==> src/rtl/ooo_pkg.sv <==
`timescale 1ns/1ps
package ooo_pkg;
  typedef enum logic [1:0] {BUS_NONE, BUS_MUL, BUS_HOLD, BUS_ADD} bus_src_e;

  typedef struct packed {
    bus_src_e busSel;
    logic     holdLoad;
    logic     allocAdd;
    logic     allocMul;
    logic     addAdvance;
  } ctrl_strobe_t;
endpackage

==> src/rtl/ooo_rs_pool.sv <==
`timescale 1ns/1ps
module ooo_rs_pool #(
  parameter int DATA_W = 16,
  parameter int DEPTH  = 3,
  parameter int IDX_W  = 2,
  parameter int UNIT   = 0,
  localparam int TAG_W = IDX_W + 1
) (
  input  logic              clk,
  input  logic              rst,
  input  logic              flush,
  input  logic              alloc,
  input  logic              aValid,
  input  logic [TAG_W-1:0]  aTag,
  input  logic [DATA_W-1:0] aData,
  input  logic              bValid,
  input  logic [TAG_W-1:0]  bTag,
  input  logic [DATA_W-1:0] bData,
  input  logic              busValid,
  input  logic [TAG_W-1:0]  busTag,
  input  logic [DATA_W-1:0] busData,
  input  logic              issueEn,
  output logic              hasFree,
  output logic [IDX_W-1:0]  freeIdx,
  output logic              issueValid,
  output logic [DATA_W-1:0] issueA,
  output logic [DATA_W-1:0] issueB,
  output logic [TAG_W-1:0]  issueTag
);
  logic [DEPTH-1:0] busy, issued, vA, vB, ready, pickOh, freeing;
  logic [TAG_W-1:0]  tA [DEPTH];
  logic [TAG_W-1:0]  tB [DEPTH];
  logic [DATA_W-1:0] dA [DEPTH];
  logic [DATA_W-1:0] dB [DEPTH];
  logic [DEPTH-1:0]  older [DEPTH];  // older[i][j]: j was dispatched before i
  logic [IDX_W-1:0]  sel;

  always_comb begin
    hasFree = 1'b0;
    freeIdx = '0;
    for (int i = DEPTH - 1; i >= 0; i--) begin
      if (!busy[i]) begin
        hasFree = 1'b1;
        freeIdx = IDX_W'(i);
      end
    end
  end

  always_comb begin
    for (int i = 0; i < DEPTH; i++) begin
      ready[i]   = busy[i] && !issued[i] && vA[i] && vB[i];
      freeing[i] = busValid && (busTag == {1'(UNIT), IDX_W'(i)});
    end
    for (int i = 0; i < DEPTH; i++) begin
      pickOh[i] = ready[i];
      for (int j = 0; j < DEPTH; j++)
        if (ready[j] && older[i][j]) pickOh[i] = 1'b0;
    end
    sel = '0;
    for (int i = 0; i < DEPTH; i++)
      if (pickOh[i]) sel = IDX_W'(i);
    issueValid = |pickOh;
    issueA     = dA[sel];
    issueB     = dB[sel];
    issueTag   = {1'(UNIT), sel};
  end

  always_ff @(posedge clk) begin
    for (int i = 0; i < DEPTH; i++) begin
      if (rst || flush) begin
        busy[i]   <= 1'b0;
        issued[i] <= 1'b0;
        older[i]  <= '0;
      end else begin
        if (freeing[i]) begin
          busy[i]   <= 1'b0;
          issued[i] <= 1'b0;
        end
        if (busy[i] && !vA[i] && busValid && tA[i] == busTag) begin
          vA[i] <= 1'b1;
          dA[i] <= busData;
        end
        if (busy[i] && !vB[i] && busValid && tB[i] == busTag) begin
          vB[i] <= 1'b1;
          dB[i] <= busData;
        end
        if (issueEn && issueValid && sel == IDX_W'(i)) issued[i] <= 1'b1;
        if (alloc && freeIdx == IDX_W'(i)) begin
          busy[i]   <= 1'b1;
          issued[i] <= 1'b0;
          vA[i] <= aValid; tA[i] <= aTag; dA[i] <= aData;
          vB[i] <= bValid; tB[i] <= bTag; dB[i] <= bData;
          older[i] <= busy & ~freeing;
        end else if (alloc) begin
          older[i][freeIdx] <= 1'b0;
        end
      end
    end
  end


  alloc_needs_free_chk: assert property (@(posedge clk) disable iff (rst)
    alloc |-> hasFree);


  bus_frees_busy_chk: assert property (@(posedge clk) disable iff (rst)
    (busValid && busTag[TAG_W-1] == 1'(UNIT)) |-> busy[busTag[IDX_W-1:0]]);
endmodule

==> src/rtl/ooo_fu_pipe.sv <==
`timescale 1ns/1ps
module ooo_fu_pipe #(
  parameter int DATA_W = 16,
  parameter int TAG_W  = 3,
  parameter int LAT    = 2,
  parameter bit IS_MUL = 1'b0
) (
  input  logic              clk,
  input  logic              rst,
  input  logic              flush,
  input  logic              advance,
  input  logic              inValid,
  input  logic [DATA_W-1:0] inA,
  input  logic [DATA_W-1:0] inB,
  input  logic [TAG_W-1:0]  inTag,
  output logic              outValid,
  output logic [TAG_W-1:0]  outTag,
  output logic [DATA_W-1:0] outData
);
  logic              stValid [LAT];
  logic [TAG_W-1:0]  stTag   [LAT];
  logic [DATA_W-1:0] stData  [LAT];
  logic [DATA_W-1:0] result;

  generate
    if (IS_MUL) begin : g_mul
      assign result = inA * inB;
    end else begin : g_add
      assign result = inA + inB;
    end
  endgenerate

  always_ff @(posedge clk) begin
    if (rst || flush) begin
      for (int k = 0; k < LAT; k++) stValid[k] <= 1'b0;
    end else if (advance) begin
      stValid[0] <= inValid;
      stTag[0]   <= inTag;
      stData[0]  <= result;
      for (int k = 1; k < LAT; k++) begin
        stValid[k] <= stValid[k-1];
        stTag[k]   <= stTag[k-1];
        stData[k]  <= stData[k-1];
      end
    end
  end

  assign outValid = stValid[LAT-1];
  assign outTag   = stTag[LAT-1];
  assign outData  = stData[LAT-1];


  frozen_output_chk: assert property (@(posedge clk) disable iff (rst || flush)
    (outValid && !advance) |=> (outValid && $stable(outTag) && $stable(outData)));
endmodule

==> src/rtl/ooo_control.sv <==
`timescale 1ns/1ps
module ooo_control
  import ooo_pkg::*;
(
  input  logic         clk,
  input  logic         rst,
  input  logic         flush,
  input  logic         dispValid,
  input  logic         dispIsMul,
  input  logic         addFree,
  input  logic         mulFree,
  input  logic         addDone,
  input  logic         mulDone,
  output logic         dispReady,
  output ctrl_strobe_t strobe
);
  logic holdFull;
  logic addStall;

  always_comb begin
    strobe   = '0;
    addStall = holdFull && mulDone && addDone;
    if (mulDone)       strobe.busSel = BUS_MUL;
    else if (holdFull) strobe.busSel = BUS_HOLD;
    else if (addDone)  strobe.busSel = BUS_ADD;
    else               strobe.busSel = BUS_NONE;
    strobe.addAdvance = !addStall;
    strobe.holdLoad   = addDone && !addStall && (strobe.busSel != BUS_ADD);
    dispReady         = dispIsMul ? mulFree : addFree;
    strobe.allocAdd   = dispValid && !dispIsMul && addFree && !flush;
    strobe.allocMul   = dispValid &&  dispIsMul && mulFree && !flush;
  end

  always_ff @(posedge clk) begin
    if (rst || flush)            holdFull <= 1'b0;
    else if (strobe.holdLoad)    holdFull <= 1'b1;
    else if (strobe.busSel == BUS_HOLD) holdFull <= 1'b0;
  end


  hold_kept_chk: assert property (@(posedge clk) disable iff (rst || flush)
    (holdFull && mulDone) |=> holdFull);
endmodule

==> src/rtl/ooo_datapath.sv <==
`timescale 1ns/1ps
module ooo_datapath
  import ooo_pkg::*;
#(
  parameter int NUM_REGS = 8,
  parameter int DATA_W   = 16,
  parameter int TAG_W    = 3,
  localparam int REG_W   = $clog2(NUM_REGS)
) (
  input  logic              clk,
  input  logic              rst,
  input  logic              flush,
  input  ctrl_strobe_t      strobe,
  input  logic [REG_W-1:0]  dispDst,
  input  logic [REG_W-1:0]  dispSrcA,
  input  logic [REG_W-1:0]  dispSrcB,
  input  logic [TAG_W-1:0]  allocTag,
  input  logic [TAG_W-1:0]  addOutTag,
  input  logic [DATA_W-1:0] addOutData,
  input  logic [TAG_W-1:0]  mulOutTag,
  input  logic [DATA_W-1:0] mulOutData,
  input  logic [REG_W-1:0]  rdAddr,
  output logic              srcAValid,
  output logic [TAG_W-1:0]  srcATag,
  output logic [DATA_W-1:0] srcAData,
  output logic              srcBValid,
  output logic [TAG_W-1:0]  srcBTag,
  output logic [DATA_W-1:0] srcBData,
  output logic              cdbValid,
  output logic [TAG_W-1:0]  cdbTag,
  output logic [DATA_W-1:0] cdbData,
  output logic              rdValid,
  output logic [TAG_W-1:0]  rdTag,
  output logic [DATA_W-1:0] rdData
);
  logic [NUM_REGS-1:0] ratValid;
  logic [TAG_W-1:0]    ratTag [NUM_REGS];
  logic [DATA_W-1:0]   regVal [NUM_REGS];
  logic [TAG_W-1:0]    holdTag;
  logic [DATA_W-1:0]   holdData;
  logic                renaming;

  assign renaming = strobe.allocAdd || strobe.allocMul;

  always_comb begin
    cdbValid = 1'b1;
    cdbTag   = '0;
    cdbData  = '0;
    case (strobe.busSel)
      BUS_MUL:  begin cdbTag = mulOutTag; cdbData = mulOutData; end
      BUS_HOLD: begin cdbTag = holdTag;   cdbData = holdData;   end
      BUS_ADD:  begin cdbTag = addOutTag; cdbData = addOutData; end
      default:  cdbValid = 1'b0;
    endcase
  end

  always_comb begin
    srcATag   = ratTag[dispSrcA];
    srcAValid = ratValid[dispSrcA] || (cdbValid && cdbTag == srcATag);
    srcAData  = ratValid[dispSrcA] ? regVal[dispSrcA] : cdbData;
    srcBTag   = ratTag[dispSrcB];
    srcBValid = ratValid[dispSrcB] || (cdbValid && cdbTag == srcBTag);
    srcBData  = ratValid[dispSrcB] ? regVal[dispSrcB] : cdbData;
  end

  assign rdValid = ratValid[rdAddr];
  assign rdTag   = ratTag[rdAddr];
  assign rdData  = regVal[rdAddr];

  always_ff @(posedge clk) begin
    if (strobe.holdLoad) begin
      holdTag  <= addOutTag;
      holdData <= addOutData;
    end
  end

  always_ff @(posedge clk) begin
    for (int r = 0; r < NUM_REGS; r++) begin
      if (rst) begin
        ratValid[r] <= 1'b1;
        ratTag[r]   <= '0;
        regVal[r]   <= DATA_W'(r);
      end else if (flush) begin
        ratValid[r] <= 1'b1;
      end else begin
        if (cdbValid && !ratValid[r] && ratTag[r] == cdbTag) begin
          regVal[r]   <= cdbData;
          ratValid[r] <= 1'b1;
        end
        if (renaming && dispDst == REG_W'(r)) begin
          ratValid[r] <= 1'b0;
          ratTag[r]   <= allocTag;
        end
      end
    end
  end


  rename_pending_chk: assert property (@(posedge clk) disable iff (rst)
    (renaming && !flush) |=> (!ratValid[$past(dispDst)] && ratTag[$past(dispDst)] == $past(allocTag)));


  wake_matching_chk: assert property (@(posedge clk) disable iff (rst)
    (cdbValid && !flush && !ratValid[dispSrcA] && ratTag[dispSrcA] == cdbTag
     && !(renaming && dispDst == dispSrcA))
    |=> (ratValid[$past(dispSrcA)] && regVal[$past(dispSrcA)] == $past(cdbData)));
endmodule

==> src/rtl/ooo_dispatch_core.sv <==
`timescale 1ns/1ps
module ooo_dispatch_core
  import ooo_pkg::*;
#(
  parameter int NUM_REGS = 8,
  parameter int DATA_W   = 16,
  parameter int STATIONS = 3,
  parameter int ADD_LAT  = 2,
  parameter int MUL_LAT  = 4,
  localparam int REG_W   = $clog2(NUM_REGS),
  localparam int IDX_W   = (STATIONS > 1) ? $clog2(STATIONS) : 1,
  localparam int TAG_W   = IDX_W + 1
) (
  input  logic              clk,
  input  logic              rst,
  input  logic              flush,
  input  logic              dispValid,
  input  logic              dispIsMul,
  input  logic [REG_W-1:0]  dispDst,
  input  logic [REG_W-1:0]  dispSrcA,
  input  logic [REG_W-1:0]  dispSrcB,
  output logic              dispReady,
  output logic              cdbValid,
  output logic [TAG_W-1:0]  cdbTag,
  output logic [DATA_W-1:0] cdbData,
  input  logic [REG_W-1:0]  rdAddr,
  output logic              rdValid,
  output logic [TAG_W-1:0]  rdTag,
  output logic [DATA_W-1:0] rdData
);
  ctrl_strobe_t strobe;
  logic              poolFree [2];
  logic [IDX_W-1:0]  poolIdx  [2];
  logic              issValid [2];
  logic [DATA_W-1:0] issA     [2];
  logic [DATA_W-1:0] issB     [2];
  logic [TAG_W-1:0]  issTag   [2];
  logic              outValid [2];
  logic [TAG_W-1:0]  outTag   [2];
  logic [DATA_W-1:0] outData  [2];
  logic              srcAValid, srcBValid;
  logic [TAG_W-1:0]  srcATag, srcBTag, allocTag;
  logic [DATA_W-1:0] srcAData, srcBData;

  assign allocTag = dispIsMul ? {1'b1, poolIdx[1]} : {1'b0, poolIdx[0]};

  ooo_control u_control (
    .clk, .rst, .flush, .dispValid, .dispIsMul,
    .addFree(poolFree[0]), .mulFree(poolFree[1]),
    .addDone(outValid[0]), .mulDone(outValid[1]),
    .dispReady, .strobe
  );

  ooo_datapath #(.NUM_REGS(NUM_REGS), .DATA_W(DATA_W), .TAG_W(TAG_W)) u_datapath (
    .clk, .rst, .flush, .strobe, .dispDst, .dispSrcA, .dispSrcB, .allocTag,
    .addOutTag(outTag[0]), .addOutData(outData[0]),
    .mulOutTag(outTag[1]), .mulOutData(outData[1]), .rdAddr,
    .srcAValid, .srcATag, .srcAData, .srcBValid, .srcBTag, .srcBData,
    .cdbValid, .cdbTag, .cdbData, .rdValid, .rdTag, .rdData
  );

  generate
    for (genvar g = 0; g < 2; g++) begin : g_unit
      logic advance;
      assign advance = (g == 1) ? 1'b1 : strobe.addAdvance;

      ooo_rs_pool #(.DATA_W(DATA_W), .DEPTH(STATIONS), .IDX_W(IDX_W), .UNIT(g)) u_pool (
        .clk, .rst, .flush,
        .alloc((g == 1) ? strobe.allocMul : strobe.allocAdd),
        .aValid(srcAValid), .aTag(srcATag), .aData(srcAData),
        .bValid(srcBValid), .bTag(srcBTag), .bData(srcBData),
        .busValid(cdbValid), .busTag(cdbTag), .busData(cdbData),
        .issueEn(advance), .hasFree(poolFree[g]), .freeIdx(poolIdx[g]),
        .issueValid(issValid[g]), .issueA(issA[g]), .issueB(issB[g]), .issueTag(issTag[g])
      );

      ooo_fu_pipe #(.DATA_W(DATA_W), .TAG_W(TAG_W),
                    .LAT((g == 1) ? MUL_LAT : ADD_LAT), .IS_MUL(g == 1)) u_pipe (
        .clk, .rst, .flush, .advance,
        .inValid(issValid[g]), .inA(issA[g]), .inB(issB[g]), .inTag(issTag[g]),
        .outValid(outValid[g]), .outTag(outTag[g]), .outData(outData[g])
      );
    end
  endgenerate
endmodule

==> config.mk <==
export PLATFORM = sky130hd
export DESIGN_NAME = ooo_dispatch_core
export DESIGN_NICKNAME = d
export VERILOG_FILES = /design/src/rtl/ooo_pkg.sv /design/src/rtl/ooo_rs_pool.sv /design/src/rtl/ooo_fu_pipe.sv /design/src/rtl/ooo_control.sv /design/src/rtl/ooo_datapath.sv /design/src/rtl/ooo_dispatch_core.sv
export SDC_FILE = /design/constraint.sdc
export NUM_CORES = 1
export LEC_CHECK = 0
export ABC_AREA = 0
export ABC_CLOCK_PERIOD_IN_PS = 15800
export BUFFER_PORTS_ARGS = -buffer_cell sky130_fd_sc_hd__buf_2
export CAP_MARGIN = 20
export CORE_MARGIN = 4
export CORE_UTILIZATION = 40
export DETAILED_ROUTE_END_ITERATION = 10
export PLACE_DENSITY = 0.65
export SLEW_MARGIN = 20
export SYNTH_ARGS = -nofsm -noshare
export SYNTH_HDL_FRONTEND = slang
export SYNTH_SLANG_ARGS = --single-unit
export TNS_END_PERCENT = 5
==> constraint.sdc <==
create_clock -name clk -period 15.8 [get_ports clk]
set_input_delay 3.16 -clock clk [delete_from_list [all_inputs] [get_ports clk]]
set_output_delay 3.16 -clock clk [all_outputs]
set_load 0.05 [all_outputs]
==> Word level (Yosys, flattened, before mapping) <==
Memories as Yosys holds them, arrays and structs flattened.
Index checks and enable logic that the tools add are counted.
{ "totals": {"output_inout_bits": 41, "ff_bits": 52, "n_memories": 18, "elab_cells": 744, "mem_bits_rw": 518} }
{ "classes": {"bitwise": 63, "eq_ne": 46, "n_reduce_logical": 231, "muxes": 342, "n_addsub": 1, "order_cmp": 7, "mul": 1} }
{ "memory_table": {"columns": ["memory", "depth", "width", "rd", "rd_ports_with_merged_regs", "write_ports", "line_no", "text"], "rows": [
  ["u_datapath.regVal", 8, 16, 3, 0, 8, "ooo_datapath.sv:38", "logic [DATA_W-1:0] regVal [NUM_REGS];"],
  ["g_unit[1].u_pipe.stData", 4, 16, 4, 0, 4, "ooo_fu_pipe.sv:22", "logic [DATA_W-1:0] stData [LAT];"],
  ["g_unit[0].u_pool.dA", 3, 16, 1, 0, 3, "ooo_rs_pool.sv:33", "logic [DATA_W-1:0] dA [DEPTH];"],
  ["g_unit[0].u_pool.dB", 3, 16, 1, 0, 3, "ooo_rs_pool.sv:34", "logic [DATA_W-1:0] dB [DEPTH];"],
  ["g_unit[1].u_pool.dA", 3, 16, 1, 0, 3, "ooo_rs_pool.sv:33", null],
  ["g_unit[1].u_pool.dB", 3, 16, 1, 0, 3, "ooo_rs_pool.sv:34", null],
  ["+12 memories", null, null, null, null, null, null, null]
]} }
{ "ops": {"columns": ["cell", "n"], "rows": [
  ["16-bit 2-to-1 mux", 22],
  ["1-bit 2-to-1 mux", 265],
  ["1-bit logical AND", 129],
  ["3-bit 2-to-1 mux", 29],
  ["3-bit == test", 22],
  ["2-bit nonzero test", 33],
  ["1-bit OR", 58],
  ["16-bit case mux with 3 select lines", 1],
  ["2-bit 2-to-1 mux", 19],
  ["3-bit OR reduction", 11],
  ["1-bit logical NOT", 29],
  ["2-bit AND reduction", 12],
  ["3-bit == test (second input constant)", 7],
  ["16-bit adder", 1],
  ["16-bit by 16-bit multiplier with 16-bit output", 1],
  ["2-bit OR reduction", 7],
  ["2-bit == test (second input constant)", 6],
  ["3-bit by 4-bit less-than comparator with 1-bit output (second input constant)", 3],
  ["2-bit by 1-bit == test with 1-bit output (second input constant)", 5],
  ["1-bit binary-select mux with 3-bit select", 3],
  ["3-bit by 2-bit == test with 1-bit output (second input constant)", 3],
  ["3-bit case mux with 3 select lines", 1],
  ["2-bit logical NOT", 4],
  ["3-bit bitwise AND", 2],
  ["9 further kinds", 18]
]} }

==> Depth between registers and ports, before layout <==
An unclocked memory read counts as a cell.
{ "depth": {"depth_word": 14, "depth_mapped": 32} }

==> Cells and area by module <==
Synthesis repeated with hierarchy kept, for this count alone.
{ "unflattened": {"cells_unflattened": 2766, "area_unflattened_um2": 33081.7} }
{ "by_module_without_submodules": {"columns": ["mod", "cells_per_inst", "area_per_inst_um2", "instances"], "rows": [
  ["ooo_datapath", 850, 11255.8, 1],
  ["ooo_rs_pool (g_unit[1].u_pool)", 573, 6740.2, 1],
  ["ooo_fu_pipe (g_unit[1].u_pipe)", 550, 6412.4, 1],
  ["ooo_rs_pool (g_unit[0].u_pool)", 606, 6362.4, 1],
  ["ooo_fu_pipe (g_unit[0].u_pipe)", 167, 2175.8, 1],
  ["ooo_control", 17, 108.9, 1],
  ["ooo_dispatch_core", 3, 26.3, 1]
]} }

==> Least setup slack after synthesis <==
No wires, ideal clock.
{ "synth_timing": {"path_kind": "input-to-output", "start": "in rdAddr[0]", "end": "out rdTag[2]", "setup_slack_ns": 7.864, "required_ns": 12.640, "arrival_ns": 4.776, "stages": 4, "path_cell_list": "clkbuf_1 > buf_1 > mux4_2 > mux2_2"} }
{ "synth_via": {"elab_chain_len": 1} }
{ "synth_lines": {"columns": ["element", "line_no", "text"], "rows": [
  ["from (decl)", "ooo_dispatch_core.sv:26", "input logic [REG_W-1:0] rdAddr,"],
  ["memory read 8 x 3 bit", null, null],
  ["to (decl)", "ooo_dispatch_core.sv:28", "output logic [TAG_W-1:0] rdTag,"]
]} }
Every way passes these cells.

==> Worst setup path after layout <==
{ "layout_timing": {"start": "in rdAddr[1]", "end": "out rdValid"} }
{ "layout_via": {"elab_chain_len": 2} }
{ "layout_lines": {"columns": ["element", "line_no", "text"], "rows": [
  ["1-bit binary-select mux with 3-bit select", "ooo_datapath.sv:66", "assign rdValid = ratValid[rdAddr];"],
  ["1-bit 2-to-1 mux (implied by the code)", "ooo_datapath.sv:66", null],
  ["to (decl)", "ooo_dispatch_core.sv:27", "output logic rdValid,"]
]} }
Every way passes these cells. The select of a mux whose other input is x is not followed.

==> impl_metrics.json <==
{
  "synth_top_area_frac": 0.517,
  "path_max_fanout": 40,
  "area_growth_pct": 10.6,
  "numPortBuffers": 57,
  "rows": 102,
  "cts-root-buf": "clkbuf_16",
  "route.detailed.drc": 0,
  "finClkSkew_ps": 41.5,
  "drt_iter0_drc": 2130,
  "cts_buffers": 60,
  "fin_hold_ws_ps": 399,
  "finalCriticalPeriod_ps": 8250,
  "power_leakage_nw": 12.5,
  "antenna_found_initial": 0,
  "fin_crit_sh": 0.522,
  "routedWlPerCell_um": 22.5,
  "grt_setup_unrepaired": "false",
  "nFillCells": 7055,
  "power_w": 0.00329,
  "ctsHoldBuffers": 0,
  "ff2ff_setup_slack_ps": 8300,
  "die-height_um": 287,
  "critPathLaunchType": "primary input",
  "cts_setup_buffers": 0,
  "grt_pass1_wl_um": 127000,
  "critical_path_class": "in -> out",
  "hold_viol": 0,
  "gp_congestion": 0.883,
  "initial_core_util": 0.403,
  "grt_pass1_vias": 21602,
  "cp-startpoint": "rdAddr[1]",
  "ys_seq_elements": 563,
  "cp.arrival_ps": 5090,
  "antenna_cells": 0,
  "wl_um": 83300,
  "max_stage_delay_ps": 780,
  "yosys.area.top_type": "edfxtp_1",
  "dieArea_mm2": 0.0826,
  "gr-usage-all-layers": 0.200,
  "via_count": 21292,
  "core_mm2": 0.0775,
  "instances_no_fill": 3697,
  "relSlewSlack": 0.236,
  "setup_violations": 0,
  "synth-main-ff-cell": "edfxtp_1",
  "drv_slew": 0,
  "ys_types": 79,
  "ant_nets": 0,
  "layout-drive-gt1-share": 0.150,
  "nNetsFinal": 2770,
  "tns_ps": 0,
  "dp.final_hpwl_um": 58000,
  "synthTopCellsByArea": "edfxtp_1, mux4_2, fa_1",
  "endpoint": "rdValid",
  "avgSynthCellArea_um2": 12.0,
  "critPathSlowestCell": "buf_2",
  "tightest_slew_ps": 1140,
  "clk_pin_slew_worst_paths_ps": 60,
  "reg2reg_to": "g_unit[1].u_pipe.stData[0][15]",
  "h-tree-depth": 2,
  "overflow": 0,
  "yosysSeqAreaShare": 0.533,
  "r2r_cells": 25,
  "cts_max_path_buffers": 3,
  "cp_data_required_time_ps": 12640,
  "ios": 58,
  "async_reset_ff_frac": 0,
  "cts_resized": 0,
  "cts_tree": "yes",
  "placed_cells": 3585,
  "syn-cell-area_mm2": 0.0312,
  "insertion_delay_ps": 650,
  "synth-edff-count": 538,
  "hold_path_class": "reg -> reg",
  "cp-end-kind": "output pin",
  "synth_cells": 2609,
  "power_density_mw_per_mm2": 95.2,
  "drv_cap": 0,
  "clock_sinks": 563,
  "grt_max_degree": 79,
  "fmax_mhz": 121,
  "crit_top_cell": "buf_2",
  "worstPathCellList": "buf_2 > mux4_2 > mux2_2 > buf_2",
  "dr.pass1.iters": 6,
  "die_w_um": 287,
  "worstReg2RegStart": "g_unit[1].u_pool.busy[2]",
  "status": "completed",
  "ir_worst_vdd_uv": 92.7,
  "yosysWarnings": 0,
  "routed_via_density": 5.76
}
cells by family (layout without fill, tap and decap cells):
logic type                 count (synthesis)  count (layout)  synth area share
AOI/OAI and AO/OA                        497             497            0.0946
other                                      1               6          0.000120
DFF                                      563             563             0.533
muxes                                    214             214             0.118
and+or+nand+nor                          769             769             0.107
buffers and inverters                    322             365            0.0404
adders and majority gates                145             145            0.0775
xor gates and xnor gates                  98              98            0.0292
cell usage after synthesis (all sizes together), types with 26 or more instances:
cell / number
a21oi: 128
buf: 33
clkbuf: 135
edfxtp: 538
fa: 81
ha: 64
inv: 141
mux2: 26
mux2i: 68
mux4: 120
nand2: 270
nand3: 32
nor2: 322
o21ai: 228
xnor2: 49
xor2: 45
state kept, by name (all words and copies together), names as in the netlist, 8 cells and up:
name and cells:
g_unit.u_pipe.stTag 12, u_datapath.ratValid 8, g_unit.u_pool.dA 96, g_unit.u_pool.tA 18, g_unit.u_pool.dB 96, u_datapath.regVal 128, g_unit.u_pool.older 18, g_unit.u_pool.tB 18
u_datapath.ratTag 24, g_unit.u_pipe.stData 96, u_datapath.holdData 16
final cells by class:
class                           instances  area, um2  area share
Clock inverter                         30        330     0.00956
Sequential cell                       563      16700       0.482
Tap cell                             1040       1300      0.0377
Timing Repair Buffer                  100        616      0.0178
Multi-Input combinational cell       1729      13400       0.389
Clock buffer                           81       1630      0.0472
Inverter                              154        582      0.0168
power breakdown:
group	total, W	internal, W	switching [W]
logic	0.000205	0.0000743	0.000131
clock network	0.00141	0.000822	0.000591
registers	0.00167	0.00166	0.0000175
routing by layer:
metal  wire [um]  share of wire  up-vias  track usage
met5           0              0        -            0
met4        2910          0.035        0       0.0710
met3        5900          0.071      205       0.0276
met2       41700           0.50      994        0.351
met1       32800           0.39    10666        0.254
li1            -              -     9427            -
layout by cell type (no fill, tap or decap), types with 20 or more instances in the layout:
| cell type | netlist | final |
|---|---|---|
| nand3_1 | 32 | 32 |
| or3_1 | 20 | 20 |
| clkbuf_16 | 0 | 61 |
| a22oi_1 | 25 | 25 |
| nand2_1 | 269 | 269 |
| dfxtp_1 | 25 | 24 |
| ha_1 | 64 | 64 |
| mux2_2 | 26 | 26 |
| edfxtp_1 | 538 | 538 |
| o21ai_0 | 225 | 218 |
| xnor2_1 | 49 | 49 |
| buf_2 | 6 | 57 |
| xor2_1 | 45 | 45 |
| nor2_1 | 321 | 319 |
| clkinv_1 | 13 | 24 |
| a21oi_1 | 127 | 125 |
| fa_1 | 81 | 81 |
| mux2i_1 | 68 | 66 |
| inv_1 | 140 | 139 |
| buf_4 | 3 | 41 |
| mux4_2 | 120 | 120 |
critical path: cells and delay by family:
family	cells	cell delay [ps]
buf+inv	2	990
mux	2	910
worst min-delay path by stage:
| stage | start | end | slack, ps | depth (start not counted) |
|---|---|---|---|---|
| after floorplan | g_unit[0].u_pipe.stData[0][0] | g_unit[0].u_pipe.stData[0][16] | 400 | 0 |
| after global placement | g_unit[0].u_pipe.stData[0][2] | g_unit[0].u_pipe.stData[0][18] | 400 | 0 |
| after global routing | g_unit[1].u_pipe.stData[1][6] | g_unit[1].u_pipe.stData[2][6] | 420 | 0 |
| final | g_unit[1].u_pipe.stData[1][6] | g_unit[1].u_pipe.stData[2][6] | 400 | 0 |
| after detailed placement | g_unit[1].u_pipe.stTag[0][1] | g_unit[1].u_pipe.stTag[1][1] | 400 | 0 |
| after CTS | g_unit[1].u_pipe.stData[1][6] | g_unit[1].u_pipe.stData[2][6] | 410 | 0 |
stage by stage:
stage               instance area [um2]   util  setup slack, ps
detailed placement                32600  0.420             7540
global placement                  32600  0.420             7600
global route                      34500  0.446             7500
CTS                               34500  0.446             7530
finish                            34500  0.446             7550
floorplan                         31300      -             7860
Note: power is estimated with default switching activity, not from simulation.
